===== config.mk =====
export PLATFORM = sky130hd
export DESIGN_NAME = ptmr_top
export DESIGN_NICKNAME = d
export VERILOG_FILES = /design/src/rtl/ptmr_pkg.sv /design/src/rtl/ptmr_prescale.sv /design/src/rtl/ptmr_evt_in.sv /design/src/rtl/ptmr_count.sv /design/src/rtl/ptmr_top.sv
export SDC_FILE = /design/constraint.sdc
export NUM_CORES = 1
export LEC_CHECK = 0
export BUFFER_PORTS_ARGS = -buffer_cell sky130_fd_sc_hd__buf_2
export CAP_MARGIN = 20
export CORE_UTILIZATION = 60
export DETAILED_ROUTE_END_ITERATION = 8
export GPL_TIMING_DRIVEN = 0
export PLACE_DENSITY = 0.83
export SLEW_MARGIN = 20
export SYNTH_ARGS = -nofsm -noshare
export SYNTH_HDL_FRONTEND = slang
export SYNTH_SLANG_ARGS = --single-unit

===== constraint.sdc =====
create_clock -name clk -period 5.1 [get_ports clk]
set_input_delay 0.51 -clock clk [delete_from_list [all_inputs] [get_ports clk]]
set_output_delay 0.51 -clock clk [all_outputs]
set_load 0.02 [all_outputs]

===== src/rtl/ptmr_pkg.sv =====
package ptmr_pkg;

    typedef enum logic [1:0] {
        DIV_1   = 2'b00,
        DIV_4   = 2'b01,
        DIV_32  = 2'b10,
        DIV_256 = 2'b11
    } ratio_e;

    typedef struct packed {
        logic   filt_en;   // bit 6
        logic   rise_pol;  // bit 5
        logic   evt_mode;  // bit 4
        logic   run;       // bit 3
        ratio_e ratio;     // bits 2:1
        logic   src_sel;   // bit 0
    } ctrl_t;

    localparam int unsigned CTRL_W = $bits(ctrl_t);

    localparam logic ADDR_CTRL = 1'b0;
    localparam logic ADDR_RLD  = 1'b1;

endpackage


===== src/rtl/ptmr_prescale.sv =====
module ptmr_prescale
    import ptmr_pkg::*;
#(
    parameter int unsigned TAP_B = 2,
    parameter int unsigned TAP_C = 5,
    parameter int unsigned TAP_D = 8
) (
    input  logic   clk,
    input  logic   rst_n,
    input  logic   run,
    input  logic   src_sel,
    input  ratio_e ratio,
    input  logic   src0_tick,
    input  logic   src1_tick,
    output logic   pre_en
);
    localparam int unsigned DIV_W = TAP_D;

    typedef struct packed {
        logic [DIV_W-1:0] div;
    } pre_st_t;

    pre_st_t st_d, st_q;
    logic    tick;
    logic    tap_hit;

    always_comb begin
        st_d = st_q;
        tick = src_sel ? src1_tick : src0_tick;
        unique case (ratio)
            DIV_1:   tap_hit = 1'b1;
            DIV_4:   tap_hit = &st_q.div[TAP_B-1:0];
            DIV_32:  tap_hit = &st_q.div[TAP_C-1:0];
            default: tap_hit = &st_q.div[TAP_D-1:0];
        endcase
        pre_en = run && tick && tap_hit;
        if (!run) begin
            st_d.div = '0;
        end else if (tick) begin
            st_d.div = st_q.div + 1'b1;
        end
    end

    always_ff @(posedge clk or negedge rst_n) begin
        if (!rst_n) begin
            st_q <= '0;
        end else begin
            st_q <= st_d;
        end
    end

endmodule


===== src/rtl/ptmr_evt_in.sv =====
module ptmr_evt_in #(
    parameter logic IDLE_LVL = 1'b1
) (
    input  logic clk,
    input  logic rst_n,
    input  logic ext_in,
    input  logic smp_tick,
    input  logic filt_en,
    input  logic rise_pol,
    input  logic run,
    output logic evt_en
);
    typedef struct packed {
        logic sync1;
        logic sync2;
        logic samp;
        logic filt;
        logic prev;
    } evt_st_t;

    evt_st_t st_d, st_q;
    logic    level;
    logic    edge_hit;

    always_comb begin
        st_d       = st_q;
        st_d.sync1 = ext_in;
        st_d.sync2 = st_q.sync1;
        if (smp_tick) begin
            st_d.samp = st_q.sync2;
            if (st_q.sync2 == st_q.samp) begin
                st_d.filt = st_q.samp;
            end
        end
        level     = filt_en ? st_q.filt : st_q.sync2;
        st_d.prev = level;
        edge_hit  = rise_pol ? (level && !st_q.prev) : (!level && st_q.prev);
        evt_en    = run && edge_hit;
    end

    always_ff @(posedge clk or negedge rst_n) begin
        if (!rst_n) begin
            st_q <= '{sync1: IDLE_LVL, sync2: IDLE_LVL, samp: IDLE_LVL,
                      filt: IDLE_LVL, prev: IDLE_LVL};
        end else begin
            st_q <= st_d;
        end
    end

endmodule


===== src/rtl/ptmr_count.sv =====
module ptmr_count #(
    parameter int unsigned CNT_W = 16
) (
    input  logic             clk,
    input  logic             rst_n,
    input  logic             cnt_en,
    input  logic             ld_now,
    input  logic [CNT_W-1:0] ld_val,
    input  logic [CNT_W-1:0] rld_val,
    output logic [CNT_W-1:0] count,
    output logic             ufl
);
    typedef struct packed {
        logic [CNT_W-1:0] cnt;
        logic             ufl;
    } cnt_st_t;

    cnt_st_t st_d, st_q;

    always_comb begin
        st_d     = st_q;
        st_d.ufl = 1'b0;
        if (ld_now) begin
            st_d.cnt = ld_val;
        end else if (cnt_en) begin
            if (st_q.cnt == '0) begin
                st_d.cnt = rld_val;
                st_d.ufl = 1'b1;
            end else begin
                st_d.cnt = st_q.cnt - 1'b1;
            end
        end
    end

    always_ff @(posedge clk or negedge rst_n) begin
        if (!rst_n) begin
            st_q <= '0;
        end else begin
            st_q <= st_d;
        end
    end

    assign count = st_q.cnt;
    assign ufl   = st_q.ufl;

endmodule


===== src/rtl/ptmr_top.sv =====
module ptmr_top
    import ptmr_pkg::*;
#(
    parameter int unsigned CNT_W = 16
) (
    input  logic             clk,
    input  logic             rst_n,
    input  logic             src0_tick,
    input  logic             src1_tick,
    input  logic             smp_tick,
    input  logic             ext_in,
    input  logic             wr_en,
    input  logic             wr_addr,
    input  logic [CNT_W-1:0] wr_data,
    output logic [CNT_W-1:0] count_o,
    output logic             underflow_o
);
    typedef struct packed {
        ctrl_t            ctrl;
        logic [CNT_W-1:0] rld;
    } reg_st_t;

    reg_st_t    rg_d, rg_q;
    logic       ld_now;
    logic       pre_en;
    logic       evt_en;
    logic       cnt_en;
    logic       run_act;
    logic       evt_act;

    always_comb begin
        rg_d   = rg_q;
        ld_now = 1'b0;
        if (wr_en) begin
            if (wr_addr == ADDR_CTRL) begin
                rg_d.ctrl = ctrl_t'(wr_data[CTRL_W-1:0]);
            end else begin
                rg_d.rld = wr_data;
                ld_now   = !rg_q.ctrl.run;
            end
        end
    end

    always_ff @(posedge clk or negedge rst_n) begin
        if (!rst_n) begin
            rg_q <= '0;
        end else begin
            rg_q <= rg_d;
        end
    end

    assign run_act = rg_q.ctrl.run;
    assign evt_act = rg_q.ctrl.evt_mode;

    ptmr_prescale u_pre (
        .clk       (clk),
        .rst_n     (rst_n),
        .run       (run_act && !evt_act),
        .src_sel   (rg_q.ctrl.src_sel),
        .ratio     (rg_q.ctrl.ratio),
        .src0_tick (src0_tick),
        .src1_tick (src1_tick),
        .pre_en    (pre_en)
    );

    ptmr_evt_in u_evt (
        .clk      (clk),
        .rst_n    (rst_n),
        .ext_in   (ext_in),
        .smp_tick (smp_tick),
        .filt_en  (rg_q.ctrl.filt_en),
        .rise_pol (rg_q.ctrl.rise_pol),
        .run      (run_act && evt_act),
        .evt_en   (evt_en)
    );

    assign cnt_en = evt_act ? evt_en : pre_en;

    ptmr_count #(.CNT_W(CNT_W)) u_cnt (
        .clk     (clk),
        .rst_n   (rst_n),
        .cnt_en  (cnt_en),
        .ld_now  (ld_now),
        .ld_val  (wr_data),
        .rld_val (rg_q.rld),
        .count   (count_o),
        .ufl     (underflow_o)
    );

endmodule


==> results.sh <==
export IMPL_status="finished clean"
export IMPL_synth_cell_type_count=52
export IMPL_fin_tns_setup_ns=0
export IMPL_htree_levels=2
export IMPL_dieHeight_um=70.1
export IMPL_synth_edff_count=0
export IMPL_r2r_end="u_cnt.count[9]"
export IMPL_vias_per_cell=6.05
export IMPL_required_ns=5.29
export IMPL_endpoint_kind="flip-flop"
export IMPL_p_leak_uw=0.00137
export IMPL_cts_made_buffers=5
export IMPL_vias=2052
export IMPL_fmax_ghz=0.404
export IMPL_synthFlopType="dfrtp_1"
export IMPL_cts_buffer_depth=2
export IMPL_postCtsSetupRepairBufs=0
export IMPL_ir_worst_vdd_uv=262
export IMPL_worstSetupStartpoint="u_pre.st_q[0]"
export IMPL_ctsHoldBuffers=0
export IMPL_multiInputGateArea_um2=1360
export IMPL_crit_fanout=10
export IMPL_max_cap_viol_count=0
export IMPL_fin_cells=339
export IMPL_grt_max_degree=54
export IMPL_hold_violations=0
export IMPL_cts_resized=0
export IMPL_cts_tree="built"
export IMPL_syn_area_um2=2780
export IMPL_crit_type="flip-flop to flip-flop"
export IMPL_grt_setup_unrepaired="no"
export IMPL_fillCellCount=324
export IMPL_clkSinkCount=53
export IMPL_initial_utilization=0.630
export IMPL_synth_nets=267
export IMPL_cts_root_buf="clkbuf_8"
export IMPL_regArea_um2=1330
export IMPL_routabilityCongestion=0.780
export IMPL_startpoint_type="flip-flop"
export IMPL_final_common_cell="dfrtp_1"
export IMPL_fin_skew_ns=0.00733
export IMPL_r2r_start="u_pre.st_q[0]"
export IMPL_routed_wl_um=5620
export IMPL_yosysSeqAreaShare=0.479
export IMPL_layout_common_cells="48 x dfrtp_1, 43 x buf_2, 29 x nor2_1"
export IMPL_worst_slew_margin_rel=0.549
export IMPL_io_buffers=40
export IMPL_ys_seq_elements=53
export IMPL_die_x_um=70.1
export IMPL_coreArea_um2=4410
export IMPL_nets=314
export IMPL_synthSimpleGateAreaFrac=0.161
export IMPL_syn_inst=239
export IMPL_post_route_period_util=0.485
export IMPL_synth_mux_area_fraction=0.139
export IMPL_synthAdderAreaFrac=0.0180
export IMPL_antenna_found_initial=0
export IMPL_reg2reg_setup_slack_ns=2.62
export IMPL_synth_top_family_by_area="simple AND/OR/NAND/NOR gates"
export IMPL_holdWs_ns=0.211
export IMPL_io_pins=41
export IMPL_yosysWarnings=0
export IMPL_gr_total_overflow=0
export IMPL_first_pass_iters=4
export IMPL_slew_viol_final=0
export IMPL_dieArea_um2=4910
export IMPL_grt_first_pass_wirelength_um=9550
export IMPL_drive_gt1_frac=0.261
export IMPL_finalSetupViolCount=0
export IMPL_clk_latency_ns=0.31
export IMPL_drc=0
export IMPL_hp_class="input pin to async pin"
export IMPL_syn_to_final_growth_pct=12.6
export IMPL_wl_per_cell_um=16.6
export IMPL_async_reset_ff_frac=1.00
export IMPL_grt_total_usage=0.251
export IMPL_powerDensity_nw_per_um2=435
export IMPL_worst_pin_slew_ns=0.677
export IMPL_rows=24
export IMPL_grt_pass1_vias=1970
export IMPL_clk_pin_slew_worst_paths_ns=0.09
export IMPL_dp_hpwl_um=4000
export IMPL_synth_compound_area_frac=0.126
export IMPL_diodes=0
export IMPL_ant_nets=0
export IMPL_critPathArrivalTime_ns=2.67
export IMPL_syn_area_per_cell_um2=11.6
export IMPL_dp_slack_ns=2.64
export IMPL_reg2reg_depth=9
export IMPL_drtIter0Drc=104
export IMPL_setup_slack_ns=2.62
export IMPL_fin_crit_ns=2.48
export IMPL_synth_xor_area_frac=0.0441
export IMPL_place_inst=331
[power breakdown]
part	total, µW	switching [µW]	internal [µW]
sequential	625	114	511
clock	228	131	97.3
combinational	510	290	220
[synth_stat cells, types with 2 or more instances]
| library cell | number | area share |
|---|---|---|
| nor2_1 | 29 | 0.039 |
| nand3_1 | 6 | 0.011 |
| a221o_1 | 12 | 0.043 |
| a2bb2oi_1 | 2 | 0.0063 |
| nor2b_1 | 3 | 0.0067 |
| nand2_1 | 8 | 0.011 |
| mux2_1 | 22 | 0.089 |
| buf_2 | 4 | 0.0072 |
| dfrtp_1 | 48 | 0.43 |
| a21oi_1 | 7 | 0.013 |
| and3_1 | 2 | 0.0045 |
| dfstp_2 | 5 | 0.047 |
| xnor2_1 | 4 | 0.013 |
| mux2_2 | 5 | 0.020 |
| nand2b_1 | 4 | 0.0090 |
| nor2_2 | 4 | 0.0090 |
| a211oi_1 | 9 | 0.024 |
| nor4_1 | 3 | 0.0067 |
| xor2_1 | 10 | 0.031 |
| mux2i_1 | 6 | 0.022 |
| buf_6 | 3 | 0.012 |
| clkbuf_1 | 6 | 0.0081 |
| nand4b_1 | 2 | 0.0063 |
| inv_1 | 4 | 0.0054 |
| ha_1 | 4 | 0.018 |
[state kept, by name, summed over array words and instances (netlist names)]
register	count
rg_q	21
u_cnt.count	16
u_pre.st_q	8
u_evt.st_q	4
evt_act	1
run_act	1
u_cnt.ufl	1
u_evt.st_d	1
[layer usage]
layer,track usage,vias up,routed length (µm)
li1,-,974,-
met1,0.362,1014,2640
met2,0.378,54,2640
met3,0.0534,10,236
met4,0.0889,0,97
met5,0,-,0
[kinds of logic (layout without fill, tap and decap cells)]
group,after synthesis,after routing
DFF,53,53
AOI/OAI and AO/OA,43,43
and+or+nand+nor,74,74
buffers and inverters,17,65
xor gates and xnor gates,14,14
muxes,34,34
adders and majority gates,4,4
[layout make-up]
cell class / count / area share
Multi-Input combinational cell: 169 / 0.433
Sequential cell: 53 / 0.425
Timing Repair Buffer: 40 / 0.0647
Clock buffer: 7 / 0.0244
Buffer: 13 / 0.0244
Tap cell: 52 / 0.0208
Inverter: 4 / 0.00479
Clock inverter: 1 / 0.00240
[critical path: stages (launching register included)]
cell and delay, ns:
dfrtp_1 0.39, ha_1 0.20, and3_1 0.22, ha_1 0.16, nor2_1 0.05, a2111oi_2 0.37
a32oi_1 0.17, nor2b_1 0.18, clkbuf_1 0.26, a221o_1 0.36
[worst max path at each step]
stage,endpoint,slack [ns],cells past startpoint
final,u_cnt.count[9],2.62,9
after global routing,u_cnt.count[13],2.37,9
after CTS,u_cnt.count[10],2.62,9
after detailed placement,u_cnt.count[10],2.64,9
after global placement,u_cnt.count[13],2.68,9
after floorplan,u_cnt.count[14],2.99,9
[through the flow]
stage	total power, µW	cell area, µm²	util
detailed placement	1140	3050	0.691
floorplan	984	2780	-
global route	1450	3130	0.710
global placement	1120	3050	0.690
finish	1360	3130	0.710
CTS	1370	3130	0.710
(Power assumes the default switching activity.)
